**src/rtl/tod_pkg.sv**
```systemverilog
package tod_pkg;
    localparam int DIGIT_W = 4;
    typedef logic [DIGIT_W-1:0] bcd_t;

    // Selects the wrap point of a two-digit field.
    typedef enum logic {
        FIELD_BASE60 = 1'b0,
        FIELD_BASE24 = 1'b1
    } field_kind_e;
endpackage

```
**src/rtl/tod_digit.sv**
```systemverilog
module tod_digit
    import tod_pkg::*;
#(
    parameter int LAST = 9
) (
    input  logic clk,
    input  logic rst_n,
    input  logic ce,
    input  logic clr,
    output bcd_t q,
    output logic tc
);
    localparam bcd_t LAST_B = bcd_t'(LAST);

    bcd_t q_next;

    always_comb begin
        q_next = q;
        if (ce) begin
            if (clr || q == LAST_B) begin
                q_next = '0;
            end else begin
                q_next = q + bcd_t'(1);
            end
        end
    end

    always_ff @(posedge clk or negedge rst_n) begin
        if (!rst_n) begin
            q <= '0;
        end else begin
            q <= q_next;
        end
    end

    assign tc = ce && (q == LAST_B);

    assert_digit_range_R9: assert property (@(posedge clk) disable iff (!rst_n)
        q <= LAST_B);

    assert_digit_hold_R2: assert property (@(posedge clk) disable iff (!rst_n)
        !ce |=> $stable(q));
endmodule

```
**src/rtl/tod_field.sv**
```systemverilog
module tod_field
    import tod_pkg::*;
#(
    parameter field_kind_e KIND = FIELD_BASE60
) (
    input  logic clk,
    input  logic rst_n,
    input  logic ce,
    output bcd_t tens,
    output bcd_t units,
    output logic tc
);
    localparam int TENS_TOP  = (KIND == FIELD_BASE24) ? 2 : 5;
    localparam int UNITS_TOP = (KIND == FIELD_BASE24) ? 3 : 9;

    logic at_top;
    logic units_tc;
    logic tens_ce;
    logic tens_tc;

    assign at_top = (tens == bcd_t'(TENS_TOP)) && (units == bcd_t'(UNITS_TOP));

    tod_digit #(.LAST(9)) u_units (
        .clk  (clk),
        .rst_n(rst_n),
        .ce   (ce),
        .clr  (at_top),
        .q    (units),
        .tc   (units_tc)
    );

    assign tens_ce = units_tc || (ce && at_top);

    tod_digit #(.LAST(TENS_TOP)) u_tens (
        .clk  (clk),
        .rst_n(rst_n),
        .ce   (tens_ce),
        .clr  (at_top),
        .q    (tens),
        .tc   (tens_tc)
    );

    assign tc = ce && at_top;

    // At the field's top value, the tens digit also holds its own limit.
    assert_field_top_R4: assert property (@(posedge clk) disable iff (!rst_n)
        tc |-> tens_tc);

    assert_field_wrap_R6: assert property (@(posedge clk) disable iff (!rst_n)
        tc |=> (tens == '0 && units == '0));
endmodule

```
**src/rtl/tod_chain.sv**
```systemverilog
module tod_chain
    import tod_pkg::*;
(
    input  logic       clk,
    input  logic       rst_n,
    input  logic       en,
    output logic [3:0] hr_tens,
    output logic [3:0] hr_units,
    output logic [3:0] min_tens,
    output logic [3:0] min_units,
    output logic [3:0] sec_tens,
    output logic [3:0] sec_units,
    output logic       rollover
);
    logic sec_tc;
    logic min_tc;
    logic hr_tc;

    tod_field #(.KIND(FIELD_BASE60)) u_sec (
        .clk  (clk),
        .rst_n(rst_n),
        .ce   (en),
        .tens (sec_tens),
        .units(sec_units),
        .tc   (sec_tc)
    );

    tod_field #(.KIND(FIELD_BASE60)) u_min (
        .clk  (clk),
        .rst_n(rst_n),
        .ce   (sec_tc),
        .tens (min_tens),
        .units(min_units),
        .tc   (min_tc)
    );

    tod_field #(.KIND(FIELD_BASE24)) u_hr (
        .clk  (clk),
        .rst_n(rst_n),
        .ce   (min_tc),
        .tens (hr_tens),
        .units(hr_units),
        .tc   (hr_tc)
    );

    assign rollover = hr_tc;

    assert_min_hold_R5: assert property (@(posedge clk) disable iff (!rst_n)
        !sec_tc |=> $stable({min_tens, min_units}));

    assert_hr_hold_R6: assert property (@(posedge clk) disable iff (!rst_n)
        !min_tc |=> $stable({hr_tens, hr_units}));

    assert_rollover_when_R8: assert property (@(posedge clk) disable iff (!rst_n)
        rollover |-> (en && hr_tens == 4'd2 && hr_units == 4'd3 &&
                      min_tens == 4'd5 && min_units == 4'd9 &&
                      sec_tens == 4'd5 && sec_units == 4'd9));

    assert_rollover_zero_R8: assert property (@(posedge clk) disable iff (!rst_n)
        rollover |=> ({hr_tens, hr_units, min_tens, min_units, sec_tens, sec_units} == 24'h0));

    assert_hr_range_R9: assert property (@(posedge clk) disable iff (!rst_n)
        hr_tens <= 4'd2 && !(hr_tens == 4'd2 && hr_units > 4'd3));
endmodule

```
**config.mk**
```make
export PLATFORM = sky130hd
export DESIGN_NAME = tod_chain
export DESIGN_NICKNAME = d
export VERILOG_FILES = /design/src/rtl/tod_pkg.sv /design/src/rtl/tod_digit.sv /design/src/rtl/tod_field.sv /design/src/rtl/tod_chain.sv
export SDC_FILE = /design/constraint.sdc
export NUM_CORES = 1
export LEC_CHECK = 0
export BUFFER_PORTS_ARGS = -buffer_cell sky130_fd_sc_hd__buf_2
export CAP_MARGIN = 40
export CORE_UTILIZATION = 57
export DETAILED_ROUTE_END_ITERATION = 10
export HOLD_SLACK_MARGIN = 0.12
export PLACE_DENSITY = 0.83
export SYNTH_ARGS = -nofsm -noshare
export SYNTH_HDL_FRONTEND = slang
export SYNTH_SLANG_ARGS = --single-unit
```
**constraint.sdc**
```tcl
create_clock -name clk -period 4.7 [get_ports clk]
set_input_delay 0.47 -clock clk [delete_from_list [all_inputs] [get_ports clk]]
set_output_delay 0.47 -clock clk [all_outputs]
set_load 0.01 [all_outputs]
```
==> impl_metrics.toml, run 1 <==
[finish]
syn2layout_area_growth_pct = 13.1
drive_gt1_share_pct = 20.6
regArea_um2 = 601
antenna_cells = 0
fill_cells = 185
finalNonFillerCells = 193
layout.nets = 181
multi_input_area_um2 = 677

[yosys]
synthesis.area_um2 = 1350
ys_seq_elements = 24
ys_seq_area_share_pct = 44.4
synth.top_cell.area_share_pct = 44.4
yosysWarnings = 0
ys_types = 39
ys_async_sr_fraction_pct = 100
synth_area_leaders = "dfrtp_1 (44%), ha_1 (11%), nand2_1 (5.3%), o21ai_0 (5.2%), inv_1 (3.3%)"
synth_cells = 138
syn_nets = 153
yosysTopAreaCell = "dfrtp_1"
synthFlopType = "dfrtp_1"
syn_avg_cell_area_um2 = 9.79
synth-edff-count = 0

[global_route]
grt_pass1_vias = 974
grt_pass1_wl_um = 4150
track_usage_pct = 21.6
grt_antenna_before_repair = 0
grt_max_degree = 25
grt-ovfl-total = 0

[clocking]
numCtsBuffers = 3
clk_pin_slew_ns = 0.13
tritoncts = "yes"
hold_buffers = 0
ctsResizeCount = 0
cts_sinks = 24
ctsRootBufferMaster = "clkbuf_4"
cts_setup_buffers = 0
clk_latency_ns = 0.31
clockBufferDepth = 2
h-tree-depth = 1

[worst_hold_path]
min_path_type = "in2async"

[drt]
via_per_inst = 5.47
dr.pass1.iters = 4
drt_iter0_drc = 7
postRouteAntennaNets = 0
drc = 0
vias = 1055
wl_per_cell_um = 12.7
finalWirelength_um = 2450

[worst_setup_path]
critPathArrivalTime_ns = 2.13
endpoint_kind = "output pin"
crit_fanout = 16
crit_type = "reg2out"
startpoint_type = "flip-flop"
critPathRequiredTime_ns = 4.23

[placement]
place_hpwl_um = 1830
port_buffers = 27
dp_cells = 189
dp_worst_setup_slack_ns = 2.44
place_congestion = 0.746

[sta]
setup_violations = 0
clock.fmax_mhz = 385
drv_slew = 0
hold_violations = 0
hold_ws_ns = 0.115
skew_ns = 0.00402
layout_setup_ws_ns = 2.10
rsz0062_at_grt = "false"
setup_tns_ns = 0
period_share_pct = 55.2
slew_headroom_pct = 64.6
tightest_slew_ns = 0.531
min_period_ns = 2.60

[floorplan]
die_w_um = 50.7
die_h_um = 50.7
rows = 17
core_area_um2 = 2230
dieArea_um2 = 2570
start_util_pct = 60.5
pin_count = 28

[run_status]
status = "completed"

[power_and_ir_drop]
vdd_drop_max_uv = 342
p_leak_nw = 0.813
p_per_area_nw_per_um2 = 336

[run]
drv_cap = 0
==> cells in the mapped netlist (2+ instances only) <==
cell type,n
mux2i_1,2
dfrtp_1,24
o21ai_0,14
nor3_1,5
buf_2,2
and3b_1,2
ha_1,12
a21oi_1,2
inv_1,12
nand2_1,19
nand4_1,2
nand3_1,5
nand2b_1,3
nor2_1,5
xnor2_1,2
nand3b_1,2
o22ai_1,2
a21o_1,2
==> per-layer routing <==
layer | global-route usage, % | vias to the layer above | share of wire (%)
met4 | 7.87 | 0 | 0.65
li1 | - | 536 | -
met3 | 3.64 | 2 | 2.7
met1 | 26.8 | 500 | 49
met2 | 37.6 | 17 | 48
met5 | 0 | - | 0
==> logic make-up after synthesis <==
logic type | Yosys count | share of synthesized area, %
AO/OA/AOI/OAI | 25 | 11.0
AND/OR/NAND/NOR | 54 | 22.9
buffers and inverters | 16 | 5.46
adder cells (fa/ha/maj) | 12 | 11.1
XOR/XNOR | 3 | 1.94
flip-flops | 24 | 44.4
multiplexers | 4 | 3.15
==> area by class of cell <==
class,instances,area share [%]
Inverter,12,2.95
Tap cell,28,2.29
Sequential cell,24,39.3
Timing Repair Buffer,27,8.84
Clock buffer,4,2.37
Multi-Input combinational cell,98,44.3
==> worst max-delay path, cell delays in order, from the launching register on <==
cell	delay, ns
dfrtp_1	0.43
inv_1	0.09
ha_1	0.20
and4b_1	0.42
nand4_4	0.26
nor4_1	0.26
buf_2	0.17
==> registers in the layout, indices dropped and copies added (netlist names) <==
name and cells:
u_hr.u_tens.q 4, u_hr.u_units.q 4, u_min.u_tens.q 4, u_min.u_units.q 4, u_sec.u_tens.q 4, u_sec.u_units.q 4
==> report_power, final <==
group / total, mW / switching (mW) / internal (mW)
clock network: 0.110 / 0.0631 / 0.0473
logic: 0.129 / 0.0700 / 0.0586
registers: 0.274 / 0.0394 / 0.235
total: 0.513 / 0.172 / 0.341
==> final timing paths <==
check | startpoint | endpoint | slack (ns) | cells past startpoint
max in group asynchronous | rst_n | u_sec.u_units.q[0] | 4.23 | 1
hold reg to reg | u_min.u_tens.q[2] | u_min.u_tens.q[2] | 0.52 | 1
setup / recovery | u_sec.u_units.q[1] | rollover | 2.10 | 6
min in group clk | en | u_sec.u_units.q[1] | 0.44 | 2
hold / removal | rst_n | u_min.u_units.q[1] | 0.11 | 1
setup reg to reg | u_sec.u_units.q[1] | u_hr.u_tens.q[2] | 2.61 | 6
==> per-stage QoR <==
step                util [%]  cell area, µm²  power [mW]
finish                  68.5            1530       0.513
global route            68.5            1530       0.550
CTS                     68.5            1530       0.516
detailed placement      66.8            1490       0.407
global placement        66.8            1490       0.399
floorplan                  -            1350       0.356
==> layout by cell type, fill, tap and decap left out, types with 2 or more instances in the layout <==
cell type,instances
nand3_1,5
a21o_1,2
nor2_1,5
nand4_1,2
nand3b_1,2
nand2b_1,3
ha_1,12
nor3_1,5
dfrtp_1,24
o22ai_1,2
nand2_1,19
mux2i_1,2
inv_1,12
xnor2_1,2
o21ai_0,14
clkbuf_4,3
and3b_1,2
a21oi_1,2
buf_2,27
No activity file was read; power rests on OpenSTA's default activity.
==> run 2, diff against run 1 <==
ABC_AREA = 1   (was default)
CORE_ASPECT_RATIO = 0.5   (was default)
CORE_UTILIZATION = 55   (was 57)
PLACE_DENSITY = 0.79   (was 0.83)
clock period = 2.6 ns   (was 4.7 ns; I/O delays follow)
==> run 2 against run 1 <==
Clock skew shrank 0.0019 ns; sequential share of layout area shrank 4.9 points; worst setup slack lost 1.7 ns; combinational power grew to 3.4 times the previous value; count of clock-buffer cells in the layout shrank 1; critical path type unchanged; largest cell class unchanged.
==> impl_metrics.toml, run 2 <==
[clocking]
numCtsBuffers = 3
tritoncts = "yes"
clk_latency_ns = 0.26
clockBufferDepth = 2
clk_pin_slew_ns = 0.08
cts_sinks = 24
ctsRootBufferMaster = "clkbuf_8"
h-tree-depth = 1

[worst_hold_path]
min_path_type = "in2reg"

[yosys]
ys_async_sr_fraction_pct = 100
synth_cells = 175
synth.top_cell.area_share_pct = 39.2
ys_seq_area_share_pct = 39.2
synthesis.area_um2 = 1530
synth.most_common_cell = "nand2_1"
yosysWarnings = 0
synth_area_leaders = "dfrtp_1 (39%), ha_1 (9.8%), nand2_1 (8.6%), nand3_1 (4.9%), inv_1 (4.4%)"
syn_avg_cell_area_um2 = 8.76
synth-edff-count = 0
ys_seq_elements = 24
synthFlopType = "dfrtp_1"
ys_top_cells_by_count = "nand2_1 (35), dfrtp_1 (24), inv_1 (18)"
ys_types = 31
syn_nets = 190
yosysTopAreaCell = "dfrtp_1"

[sta]
rsz0062_at_grt = "false"
slew_headroom_pct = 64.5
hold_violations = 0
period_share_pct = 84.7
setup_violations = 0
setup_tns_ns = 0
min_period_ns = 2.20
hold_ws_ns = 0.342
drv_slew = 0
tightest_slew_ns = 0.532
skew_ns = 0.00208
clock.fmax_mhz = 454

[power_and_ir_drop]
vdd_drop_max_uv = 329
p_leak_nw = 0.916
p_per_area_nw_per_um2 = 700
p_total_mw = 1.22

[drt]
drt_iter0_drc = 21
via_per_inst = 5.13
wl_per_cell_um = 11.7
dr.pass1.iters = 4
postRouteAntennaNets = 0
vias = 1237
drc = 0
finalWirelength_um = 2810

[global_route]
grt_pass1_vias = 1027
grt-ovfl-total = 0
grt_pass1_wl_um = 4450
track_usage_pct = 20.0
grt_antenna_before_repair = 0
grt_max_degree = 25

[finish]
syn2layout_area_growth_pct = 14.0
drive_gt1_share_pct = 27.0
layout_commonest_cell = "nand2_1"
finalInstanceArea_um2 = 1750
mostFrequentLayoutCells = "nand2_1 (35), buf_2 (27), dfrtp_1 (24)"
final_util_pct = 66.7
antenna_cells = 0
layout.nets = 221

[worst_setup_path]
crit_chain = "inv_1, ha_1, nand4_4, nor2_4, nand3_1, inv_1, buf_2"
cpLargestDelayFamily = "simple AND/OR/NAND/NOR gates"
critPathRequiredTime_ns = 2.34
crit_path_frequent_cell = "inv_1"
critPathArrivalTime_ns = 1.94
cp_num_buf_inv = 3
startpoint_type = "flip-flop"
crit_fanout = 14
endpoint_kind = "output pin"
cpMaxStageDelayCell = "dfrtp_1"
slowest_delay_ns = 0.40
crit_type = "reg2out"

[placement]
place_hpwl_um = 2170
place_congestion = 0.729
port_buffers = 27
post_dp_cell_area_um2 = 1700

[floorplan]
die_h_um = 39.3
core_area_um2 = 2620
pin_count = 28
start_util_pct = 58.5
die_w_um = 76.7
dieArea_um2 = 3010
rows = 13

[run]
drv_cap = 0

[run_status]
status = "completed"
## run 2: worst reg2reg max path: cells and delay by family, from the launching register on
family | cells | cell delay [ns]
flops | 1 | 0.40
simple gates | 5 | 0.84
buf+inv | 1 | 0.11
fa+ha+maj | 1 | 0.26
## run 2: per-layer routing
metal  wire length [µm]  global-route usage [%]
met5                  0                       0
met4                 12                    6.25
met3                100                    5.81
met2               1320                    35.8
met1               1390                    24.2
## run 2: area by class of cell
class,count,area [µm²]
clock buffers,3,41.3
fillers,211,872
inverters,22,82.6
multi-input cells,127,831
flip-flops and latches,24,601
well taps,37,46.3
repair buffers,28,145
## run 2: repair_timing
item / 4_1_cts / 5_1_grt
hold buffers: 1 / 0
resized for setup: 0 / 0
hold endpoints to repair: 24 / 0
buffers inserted: 0 / 0
## run 2: logic make-up (layout without fill, tap and decap cells)
kind of cell,count (synthesis),count (layout),synth area share [%]
adders and majority gates,12,12,9.80
AOI/OAI and AO/OA,24,24,10.0
buffers and inverters,24,53,6.61
and+or+nand+nor,85,85,30.9
xor gates and xnor gates,6,6,3.43
DFF,24,24,39.2
## run 2: where the power goes
part / leakage [nW] / switching, mW / internal, mW
sequential: 0.300 / 0.118 / 0.454
clock: 0.0216 / 0.113 / 0.104
combinational: 0.594 / 0.257 / 0.177
total: 0.916 / 0.488 / 0.735
## run 2: path summary, 6_finish.rpt
kind	depth (start not counted)	slack, ns	start	to
max in group asynchronous	2	1.71	rst_n	u_hr.u_tens.q[2]
min in group asynchronous	2	0.54	rst_n	u_sec.u_tens.q[2]
min	2	0.34	en	u_sec.u_units.q[0]
min reg2reg	1	0.54	u_sec.u_tens.q[3]	u_sec.u_tens.q[3]
max reg2reg	7	0.89	u_sec.u_units.q[1]	u_hr.u_tens.q[2]
max	7	0.40	u_sec.u_units.q[1]	rollover
## run 2: metrics by stage
step           cells  setup WS (ns)
6_report         241          0.397
5_1_grt          241          0.285
4_1_cts          241          0.386
3_5_place_dp     237          0.685
3_3_place_gp     237          0.815
2_1_floorplan    175           1.12
==> run 3, diff against run 2 <==
clock period = 2.07 ns   (was 2.6 ns; I/O delays follow)
==> run 3 against run 2 <==
Non-clock buffer count increased by 1; cell area increased by 0.43%; sequential power increased by 25%; register-to-register slack got worse by 0.42 ns; cell count increased by 0.41%; routed wire length about the same; count of clock-buffer cells in the layout unchanged; utilization increased by 0.29 points; combinational power increased by 24%; global-route usage increased by 1.5 points; sequential share of layout area decreased by 0.15 points; clock skew increased by 0.0021 ns.
==> impl_metrics.toml, run 3 (same netlist as run 2, synthesis figures left out) <==
[run_status]
status = "completed"

[run]
drv_cap = 0

[worst_setup_path]
critPathRequiredTime_ns = 1.86
startpoint_type = "flip-flop"
crit_type = "reg2out"
r2r-end = "u_hr.u_tens.q[1]"
crit_fanout = 5
r2r-start = "u_min.u_units.q[1]"
regToRegSetupSlack_ns = 0.47
endpoint_kind = "output pin"
r2r_cells = 9
critPathArrivalTime_ns = 1.65

[placement]
port_buffers = 27
place_congestion = 0.755
post_dp_cell_area_um2 = 1700
place_hpwl_um = 2120

[global_route]
grt_antenna_before_repair = 0
grt_max_degree = 25
track_usage_pct = 21.5
grt_pass1_vias = 1048
grt_pass1_wl_um = 4740
grt-ovfl-total = 0

[sta]
clock.fmax_mhz = 538
setup_violations = 0
min_period_ns = 1.86
slew_headroom_pct = 64.6
hold_violations = 0
tightest_slew_ns = 0.531
drv_slew = 0
skew_ns = 0.00423
period_share_pct = 89.8
setup_tns_ns = 0
rsz0062_at_grt = "false"

[worst_hold_path]
min_path_type = "in2reg"
holdCritStartpoint = "en"
min_to = "u_sec.u_units.q[0]"
whs_path_depth = 2

[drt]
vias = 1227
wl_per_cell_um = 11.6
finalWirelength_um = 2820
dr.pass1.iters = 5
drc = 0
drt_iter0_drc = 41
via_per_inst = 5.07
postRouteAntennaNets = 0

[power_and_ir_drop]
vdd_drop_max_uv = 498
p_per_area_nw_per_um2 = 871
p_leak_nw = 0.921

[clocking]
clockBufferDepth = 2
numCtsBuffers = 3
ctsRootBufferMaster = "clkbuf_8"
clk_latency_ns = 0.26
ctsResizeCount = 0
cts_sinks = 24
tritoncts = "yes"
h-tree-depth = 1
clk_pin_slew_ns = 0.08
cts_setup_buffers = 0

[floorplan]
core_area_um2 = 2620
pin_count = 28
die_h_um = 39.3
dieArea_um2 = 3010
die_w_um = 76.7
rows = 13
start_util_pct = 58.5

[finish]
syn2layout_area_growth_pct = 14.4
finalInstanceArea_um2 = 1750
drive_gt1_share_pct = 27.3
antenna_cells = 0
layout.nets = 222
mostFrequentLayoutCells = "nand2_1 (35), buf_2 (27), dfrtp_1 (24)"
layout_commonest_cell = "nand2_1"
==> run 3: changes by cell type in the layout (fill, tap and decap cells not counted) <==
cell,delta
buf_4,+1
==> run 3: power by group <==
part | internal, mW | switching, mW
logic | 0.222 | 0.318
registers | 0.570 | 0.147
clock network | 0.130 | 0.140
total | 0.922 | 0.605
==> run 3: repair_timing <==
| action | in CTS | in global routing |
|---|---|---|
| hold buffers | 1 | 0 |
| hold endpoints to repair | 24 | 0 |
| endpoints found under the setup margin | 0 | 0 |
==> run 3: critical path, stage by stage (launching register included) <==
cell and delay (ns):
dfrtp_1 0.43, inv_1 0.11, ha_1 0.16, nand3_2 0.14, nor2_1 0.21, nand3_1 0.15
inv_1 0.07, buf_2 0.12
==> run 3: cell type report <==
type / instances / area [µm²]
Clock buffer: 3 / 41.3
Sequential cell: 24 / 601
Multi-Input combinational cell: 127 / 831
Timing Repair Buffer: 29 / 153
Fill cell: 215 / 865
Tap cell: 37 / 46.3
Inverter: 22 / 82.6
==> run 3: worst max path at each step <==
stage	start	to	slack, ns	depth (start not counted)
2_1_floorplan	u_min.u_units.q[1]	u_hr.u_tens.q[0]	0.61	9
4_1_cts	u_min.u_units.q[1]	rollover	0.21	7
3_5_place_dp	u_min.u_units.q[1]	u_hr.u_tens.q[1]	0.50	9
3_3_place_gp	u_sec.u_units.q[1]	u_min.u_tens.q[0]	0.54	8
6_report	u_min.u_units.q[1]	rollover	0.21	7
5_1_grt	u_min.u_units.q[1]	rollover	0.03	7
==> run 3: layer usage <==
metal	share of wire, %	global-route usage, %
met1	49	26.8
met2	47	38.5
met3	3.6	5.12
met4	0	6.25
met5	0	0
==> run 3: metrics by stage <==
step                worst slack [ns]  power, mW  util, %  instances  hold slack (ns)
finish                         0.210       1.53     67.0        242            0.296
global route                  0.0307       1.67     67.0        242            0.298
CTS                            0.213       1.55     67.0        242            0.290
detailed placement             0.498       1.27     65.0        238            0.226
global placement               0.539       1.24     65.0        238            0.227
floorplan                      0.606       1.09        -        175          -0.0886
